==> src/rtl/watch_pkg.sv <==
`timescale 1ns/1ps
package watch_pkg;
  localparam int REG_W         = 32;
  localparam int IDX_W         = 3;
  localparam int MAX_SLOTS     = 4;
  localparam int STAT_STEP_BIT = 14;
  localparam int STAT_TSW_BIT  = 15;
  localparam int SLOW_LO_BIT   = 8;
  localparam int SLOW_HI_BIT   = 9;
  localparam int FIELD_BASE    = 16;
  localparam int FIELD_W       = 4;

  localparam logic [IDX_W-1:0] IDX_STATUS  = 3'd6;
  localparam logic [IDX_W-1:0] IDX_CONTROL = 3'd7;

  typedef enum logic [1:0] {
    KIND_FETCH = 2'b00,
    KIND_WRITE = 2'b01,
    KIND_RSVD  = 2'b10,
    KIND_READ  = 2'b11
  } kind_e;

  typedef enum logic [1:0] {
    LEN_BYTE = 2'b00,
    LEN_HALF = 2'b01,
    LEN_BAD  = 2'b10,
    LEN_WORD = 2'b11
  } len_e;

  // even enable bit of each slot
  function automatic logic [REG_W-1:0] local_en_mask(input int n);
    logic [REG_W-1:0] m;
    m = '0;
    for (int i = 0; i < n; i++) m[2*i] = 1'b1;
    return m;
  endfunction

  // writable control bits for n slots
  function automatic logic [REG_W-1:0] ctrl_keep_mask(input int n);
    logic [REG_W-1:0] m;
    m = '0;
    for (int i = 0; i < n; i++) begin
      m[2*i]   = 1'b1;
      m[2*i+1] = 1'b1;
      m[FIELD_BASE + FIELD_W*i +: FIELD_W] = '1;
    end
    m[SLOW_LO_BIT] = 1'b1;
    m[SLOW_HI_BIT] = 1'b1;
    return m;
  endfunction

  // implemented status bits for n slots
  function automatic logic [REG_W-1:0] stat_keep_mask(input int n);
    logic [REG_W-1:0] m;
    m = '0;
    for (int i = 0; i < n; i++) m[i] = 1'b1;
    m[STAT_STEP_BIT] = 1'b1;
    m[STAT_TSW_BIT]  = 1'b1;
    return m;
  endfunction
endpackage

==> src/rtl/watch_slot_cmp.sv <==
`timescale 1ns/1ps
module watch_slot_cmp
  import watch_pkg::*;
#(
  parameter int ADDR_W = 32
) (
  input  logic              acc_valid,
  input  logic [ADDR_W-1:0] acc_addr,
  input  logic [1:0]        acc_kind,
  input  logic [ADDR_W-1:0] slot_addr,
  input  logic              en_local,
  input  logic              en_global,
  input  logic [FIELD_W-1:0] field,
  output logic              hit
);
  logic [1:0]        kind_sel;
  logic [1:0]        len_sel;
  logic [ADDR_W-1:0] ign_bits;
  logic              len_ok;
  logic              kind_ok;
  logic              addr_ok;

  assign kind_sel = field[1:0];
  assign len_sel  = field[3:2];

  always_comb begin
    ign_bits = '0;
    len_ok   = 1'b1;
    case (len_sel)
      LEN_BYTE: ign_bits = '0;
      LEN_HALF: ign_bits[0] = 1'b1;
      LEN_WORD: ign_bits[1:0] = 2'b11;
      default:  len_ok = 1'b0;
    endcase
  end

  assign kind_ok = (kind_sel != KIND_RSVD) && (acc_kind == kind_sel);
  assign addr_ok = ((acc_addr ^ slot_addr) & ~ign_bits) == '0;
  assign hit     = acc_valid && (en_local || en_global) && kind_ok && len_ok && addr_ok;
endmodule

==> src/rtl/watch_cfg_regs.sv <==
`timescale 1ns/1ps
module watch_cfg_regs
  import watch_pkg::*;
#(
  parameter int NUM_SLOTS = 4,
  parameter int ADDR_W    = 32
) (
  input  logic              clk,
  input  logic              rst_n,
  input  logic              wr_en,
  input  logic [IDX_W-1:0]  wr_idx,
  input  logic [REG_W-1:0]  wr_data,
  input  logic              tsw_evt,
  output logic [ADDR_W-1:0] slot_addr [NUM_SLOTS],
  output logic [REG_W-1:0]  ctrl_q
);
  localparam logic [REG_W-1:0] CTRL_KEEP = ctrl_keep_mask(NUM_SLOTS);
  localparam logic [REG_W-1:0] LOCAL_EN  = local_en_mask(NUM_SLOTS);

  logic [NUM_SLOTS-1:0] addr_we;
  logic                 ctrl_we;
  logic                 ctrl_en;
  logic [REG_W-1:0]     ctrl_d;

  for (genvar g = 0; g < NUM_SLOTS; g++) begin : g_addr
    assign addr_we[g] = wr_en && (wr_idx == IDX_W'(g));

    always_ff @(posedge clk or negedge rst_n) begin
      if (!rst_n) begin
        slot_addr[g] <= '0;
      end else if (addr_we[g]) begin
        slot_addr[g] <= wr_data[ADDR_W-1:0];
      end
    end
  end

  assign ctrl_we = wr_en && (wr_idx == IDX_CONTROL);
  assign ctrl_en = ctrl_we || tsw_evt;

  always_comb begin
    ctrl_d = ctrl_we ? (wr_data & CTRL_KEEP) : ctrl_q;
    if (tsw_evt) ctrl_d = ctrl_d & ~LOCAL_EN;
  end

  always_ff @(posedge clk or negedge rst_n) begin
    if (!rst_n) begin
      ctrl_q <= '0;
    end else if (ctrl_en) begin
      ctrl_q <= ctrl_d;
    end
  end
endmodule

==> src/rtl/watch_status_reg.sv <==
`timescale 1ns/1ps
module watch_status_reg
  import watch_pkg::*;
#(
  parameter int NUM_SLOTS = 4
) (
  input  logic                 clk,
  input  logic                 rst_n,
  input  logic                 wr_en,
  input  logic [REG_W-1:0]     wr_data,
  input  logic [NUM_SLOTS-1:0] hit_vec,
  input  logic                 step_evt,
  input  logic                 tsw_evt,
  output logic [REG_W-1:0]     status_q,
  output logic                 trap_q
);
  localparam logic [REG_W-1:0] STAT_KEEP = stat_keep_mask(NUM_SLOTS);

  logic [REG_W-1:0] set_bits;
  logic [REG_W-1:0] base;
  logic [REG_W-1:0] status_d;
  logic             stat_en;
  logic             trap_d;

  always_comb begin
    set_bits = '0;
    set_bits[NUM_SLOTS-1:0]  = hit_vec;
    set_bits[STAT_STEP_BIT]  = step_evt;
    set_bits[STAT_TSW_BIT]   = tsw_evt;
    base     = wr_en ? (wr_data & STAT_KEEP) : status_q;
    status_d = base | set_bits;
    stat_en  = wr_en || (|set_bits);
    trap_d   = |hit_vec;
  end

  always_ff @(posedge clk or negedge rst_n) begin
    if (!rst_n) begin
      status_q <= '0;
    end else if (stat_en) begin
      status_q <= status_d;
    end
  end

  always_ff @(posedge clk or negedge rst_n) begin
    if (!rst_n) begin
      trap_q <= 1'b0;
    end else begin
      trap_q <= trap_d;
    end
  end
endmodule

==> src/rtl/watch_unit.sv <==
`timescale 1ns/1ps
module watch_unit
  import watch_pkg::*;
#(
  parameter int NUM_SLOTS = 4,
  parameter int ADDR_W    = 32
) (
  input  logic              clk,
  input  logic              rst_n,
  input  logic              reg_we,
  input  logic [IDX_W-1:0]  reg_idx,
  input  logic [REG_W-1:0]  reg_wdata,
  output logic [REG_W-1:0]  reg_rdata,
  input  logic              acc_valid,
  input  logic [ADDR_W-1:0] acc_addr,
  input  logic [1:0]        acc_kind,
  input  logic              step_evt,
  input  logic              tswitch_evt,
  output logic              trap_o
);
  logic [ADDR_W-1:0]    slot_addr [NUM_SLOTS];
  logic [REG_W-1:0]     ctrl_q;
  logic [REG_W-1:0]     status_q;
  logic [NUM_SLOTS-1:0] hit_vec;
  logic [NUM_SLOTS-1:0] slot_en;
  logic                 wr_status;

  assign wr_status = reg_we && (reg_idx == IDX_STATUS);

  watch_cfg_regs #(.NUM_SLOTS(NUM_SLOTS), .ADDR_W(ADDR_W)) u_cfg (
    .clk       (clk),
    .rst_n     (rst_n),
    .wr_en     (reg_we),
    .wr_idx    (reg_idx),
    .wr_data   (reg_wdata),
    .tsw_evt   (tswitch_evt),
    .slot_addr (slot_addr),
    .ctrl_q    (ctrl_q)
  );

  for (genvar g = 0; g < NUM_SLOTS; g++) begin : g_slot
    assign slot_en[g] = ctrl_q[2*g] | ctrl_q[2*g+1];

    watch_slot_cmp #(.ADDR_W(ADDR_W)) u_cmp (
      .acc_valid (acc_valid),
      .acc_addr  (acc_addr),
      .acc_kind  (acc_kind),
      .slot_addr (slot_addr[g]),
      .en_local  (ctrl_q[2*g]),
      .en_global (ctrl_q[2*g+1]),
      .field     (ctrl_q[FIELD_BASE + FIELD_W*g +: FIELD_W]),
      .hit       (hit_vec[g])
    );
  end

  watch_status_reg #(.NUM_SLOTS(NUM_SLOTS)) u_stat (
    .clk      (clk),
    .rst_n    (rst_n),
    .wr_en    (wr_status),
    .wr_data  (reg_wdata),
    .hit_vec  (hit_vec),
    .step_evt (step_evt),
    .tsw_evt  (tswitch_evt),
    .status_q (status_q),
    .trap_q   (trap_o)
  );

  always_comb begin
    reg_rdata = '0;
    if (reg_idx == IDX_STATUS) begin
      reg_rdata = status_q;
    end else if (reg_idx == IDX_CONTROL) begin
      reg_rdata = ctrl_q;
    end else begin
      for (int i = 0; i < NUM_SLOTS; i++) begin
        if (int'(reg_idx) == i) reg_rdata = REG_W'(slot_addr[i]);
      end
    end
  end
endmodule

==> config.mk <==
export PLATFORM = sky130hd
export DESIGN_NAME = watch_unit
export DESIGN_NICKNAME = d
export VERILOG_FILES = /design/src/rtl/watch_pkg.sv /design/src/rtl/watch_slot_cmp.sv /design/src/rtl/watch_cfg_regs.sv /design/src/rtl/watch_status_reg.sv /design/src/rtl/watch_unit.sv
export SDC_FILE = /design/constraint.sdc
export NUM_CORES = 1
export LEC_CHECK = 0
export BUFFER_PORTS_ARGS = -buffer_cell sky130_fd_sc_hd__buf_2
export CAP_MARGIN = 40
export CORE_UTILIZATION = 47
export CTS_CLUSTER_SIZE = 28
export DETAILED_ROUTE_END_ITERATION = 8
export GPL_TIMING_DRIVEN = 1
export PLACE_DENSITY = 0.66
export SLEW_MARGIN = 20
export SYNTH_ARGS = -nofsm -noshare
export SYNTH_HDL_FRONTEND = slang
export SYNTH_SLANG_ARGS = --single-unit
==> constraint.sdc <==
create_clock -name clk -period 1.7 [get_ports clk]
set_input_delay 0.255 -clock clk [delete_from_list [all_inputs] [get_ports clk]]
set_output_delay 0.255 -clock clk [all_outputs]
set_load 0.01 [all_outputs]
==> impl_metrics.env <==
export IMPL_synth_cell_area_mm2=0.008707
export IMPL_grt_pass1_vias=7284
export IMPL_violations="design-rule violations, negative setup slack"
export IMPL_setup_ws_ps=-346.6
export IMPL_ant_nets=0
export IMPL_clk_pin_slew_ps=70
export IMPL_required_ps=1440
export IMPL_dieArea_mm2=0.01907
export IMPL_wl_per_cell_um=24.60
export IMPL_cp_data_arrival_time_ps=1790
export IMPL_period_needed_ps=2047
export IMPL_nets=996
export IMPL_grt_first_pass_wirelength_um=43650
export IMPL_core_area_mm2=0.01809
export IMPL_antenna_found_initial=0
export IMPL_synth_distinct_cells=36
export IMPL_avgViaCountPerCell=5.896
export IMPL_gr_total_overflow=0
export IMPL_avgSynthCellArea_um2=13.19
export IMPL_clkLatencyLatePin_ps=440
export IMPL_drt_iter0_markers=533
export IMPL_path_class="reg2out"
export IMPL_cts_root_buf="clkbuf_16"
export IMPL_drive_gt1_frac=0.5642
export IMPL_p_int_uw=9081
export IMPL_grt_use_total=0.3109
export IMPL_synth_seq_area_share=0.4627
export IMPL_switching_power_uw=4483
export IMPL_utilization=0.6578
export IMPL_grt_setup_unrepaired="true"
export IMPL_final_setup_viol_count=37
export IMPL_dp_hpwl_um=20900
export IMPL_yosysWarnings=0
export IMPL_diodes=0
export IMPL_syn_to_final_growth_pct=36.64
export IMPL_crit_path_end_kind="primary output"
export IMPL_die_w_um=138.1
export IMPL_clockBufferDepth=2
export IMPL_finalMaxSlewViolations=0
export IMPL_globalplace_congestion=0.9254
export IMPL_htreeDepth=4
export IMPL_die_h_um=138.1
export IMPL_ys_seq_elements=161
export IMPL_num_rows=49
export IMPL_synth_cells=660
export IMPL_hold_path_class="in2reg"
export IMPL_dr_total_vias=6857
export IMPL_power_density_mw_per_mm2=1140
export IMPL_combPwrFrac=0.333
export IMPL_dr_pass1_iters=7
export IMPL_p_clk_frac=0.268
export IMPL_max_slew_margin=0.6815
export IMPL_leakagePower_uw=0.005364
export IMPL_cp_max_fo=2
export IMPL_portBuffers=107
export IMPL_final_hold_viol_count=0
export IMPL_p_seq_frac=0.399
export IMPL_cts_tree="done"
export IMPL_syn_nets=735
export IMPL_max_freq_mhz=488.6
export IMPL_worst_slew_pin_slew_ps=477.7
export IMPL_ios=108
export IMPL_whs_ps=74.37
export IMPL_initial_core_util=0.4814
export IMPL_cts_sinks=161
export IMPL_swShare=0.3305
export IMPL_wl_um=28610
export IMPL_irDropWorstVdd_uv=791.4
export IMPL_cap_violations=0
export IMPL_drc_errors=16
export IMPL_post_route_period_util=1.204
export IMPL_grt_max_degree=47
export IMPL_numCtsBuffers=17
export IMPL_clock_skew_ps=5.442
export IMPL_outcome="complete, but fails checks"
export IMPL_cp_start_kind="flip-flop"
[cells in the mapped netlist]
| cell | instances | area share |
|---|---|---|
| or3_1 | 3 | 0.0022 |
| mux4_2 | 28 | 0.072 |
| nand3_1 | 11 | 0.0063 |
| nor2_2 | 1 | 0.00072 |
| nor4b_2 | 1 | 0.0017 |
| o211ai_1 | 7 | 0.0060 |
| a22o_1 | 22 | 0.022 |
| clkbuf_1 | 12 | 0.0052 |
| mux2_2 | 139 | 0.18 |
| xor2_1 | 127 | 0.13 |
| or4_4 | 1 | 0.0013 |
| dfrtp_1 | 161 | 0.46 |
| a21oi_1 | 4 | 0.0023 |
| a22oi_1 | 4 | 0.0034 |
| o21ai_0 | 10 | 0.0057 |
| mux2i_1 | 4 | 0.0046 |
| nand4_2 | 1 | 0.0014 |
| or4_1 | 1 | 0.00086 |
| nor4_1 | 31 | 0.022 |
| nand2_2 | 1 | 0.00072 |
| o221ai_1 | 4 | 0.0040 |
| nand2_1 | 14 | 0.0060 |
| mux2_1 | 14 | 0.018 |
| nor4bb_1 | 1 | 0.0011 |
| o2111ai_1 | 4 | 0.0040 |
| buf_2 | 23 | 0.013 |
| and3_1 | 1 | 0.00072 |
| nor2b_1 | 1 | 0.00072 |
| nor2_1 | 6 | 0.0026 |
| inv_1 | 3 | 0.0013 |
| xor2_4 | 1 | 0.0032 |
| nand4_1 | 5 | 0.0036 |
| and2_1 | 4 | 0.0029 |
| xnor2_1 | 4 | 0.0040 |
| a211o_1 | 2 | 0.0020 |
| o22ai_1 | 4 | 0.0029 |
[metrics by stage]
stage                     cells  TNS [ps]  area (um2)  power [uW]  worst slack (ps)
after detailed placement   1079    -10880       10440        9035            -187.6
after global placement     1079     -9557       10440        8901            -191.9
after floorplan             660    -378.7        8707        7211            -18.94
final                      1163     -8800       11900       13560            -346.6
after global routing       1163    -10460       11900       14080            -403.6
after CTS                  1154     -8933       11650       13250            -350.6
[power groups by stage]
| stage | combinational, uW | clock [uW] | sequential (uW) |
|---|---|---|---|
| final | 4510 | 3640 | 5410 |
| after detailed placement | 3570 | 0 | 5460 |
| after CTS | 4220 | 3660 | 5370 |
| after floorplan | 1960 | 0 | 5250 |
| after global routing | 4750 | 3830 | 5500 |
| after global placement | 3500 | 0 | 5400 |
[metal layers]
layer,GRT usage,wire length (um),share of wire
met1,0.4124,11950,0.42
met2,0.4911,13690,0.48
met3,0.07032,1968,0.069
met4,0.1390,1005,0.035
met5,0,0,0
[critical path, cell delays in order, from the launching register on]
cell	delay (ps)
dfrtp_1	400
buf_6	120
mux4_2	450
a22o_1	240
buf_2	140
[state kept, by name, summed over array words and instances (netlist names)]
name and cells:
u_stat.status_q 6, u_stat.trap_q 1, u_cfg.slot_addr 128, u_cfg.ctrl_q 26
[final timing paths]
kind	cells past startpoint	startpoint	to	slack [ps]
min in group asynchronous	2	rst_n	u_cfg.slot_addr[39]	310
worst min register to register	1	u_stat.status_q[14]	u_stat.status_q[14]	500
worst max register to register	6	u_cfg.slot_addr[101]	u_stat.trap_q	-240
max in group asynchronous	3	rst_n	u_cfg.slot_addr[26]	740
worst min-delay path	2	tswitch_evt	u_cfg.ctrl_q[4]	70
worst max-delay path	4	u_cfg.slot_addr[22]	reg_rdata[22]	-350
[cell type report]
| type | count | area, um2 |
|---|---|---|
| Multi-Input combinational cell | 461 | 4868 |
| Clock inverter | 14 | 110.1 |
| Fill cell | 1338 | 6188 |
| Tap cell | 229 | 286.5 |
| Clock buffer | 18 | 439.2 |
| Sequential cell | 161 | 4030 |
| Inverter | 3 | 11.26 |
| Timing Repair Buffer | 277 | 2152 |
[cells by family (layout without fill, tap and decap cells)]
kind of cell,count (synthesis),count (layout),synth area share
AO/OA/AOI/OAI,61,61,0.05259
flip-flops,161,161,0.4627
multiplexers,185,185,0.2749
AND/OR/NAND/NOR,83,83,0.05518
buffers and inverters,38,312,0.01969
XOR/XNOR,132,132,0.1349
[what timing repair did]
| item | 4_1_cts | 5_1_grt |
|---|---|---|
| pin swaps | 32 | 18 |
| gates resized for setup | 67 | 35 |
| setup endpoints to repair | 37 | 37 |
| endpoints found under the hold margin | 43 | 0 |
| buffers inserted | 42 | 10 |
| cloned | 0 | 0 |
| hold buffers | 2 | 0 |
[cells in the final DEF (no fill, tap or decap), drive strengths merged, types with 3 or more instances in the layout]
cell	instances
buf	275
dfrtp	161
mux2	153
xor2	128
nor4	31
mux4	28
a22o	22
clkbuf	18
nand2	15
nand3	11
o21ai	10
clkinv	8
o211ai	7
nor2	7
nand4	6
inv	5
o22ai	4
xnor2	4
a21oi	4
mux2i	4
clkinvlp	4
and2	4
a22oi	4
o2111ai	4
o221ai	4
or3	3
No activity file was read; power rests on OpenSTA's default activity.
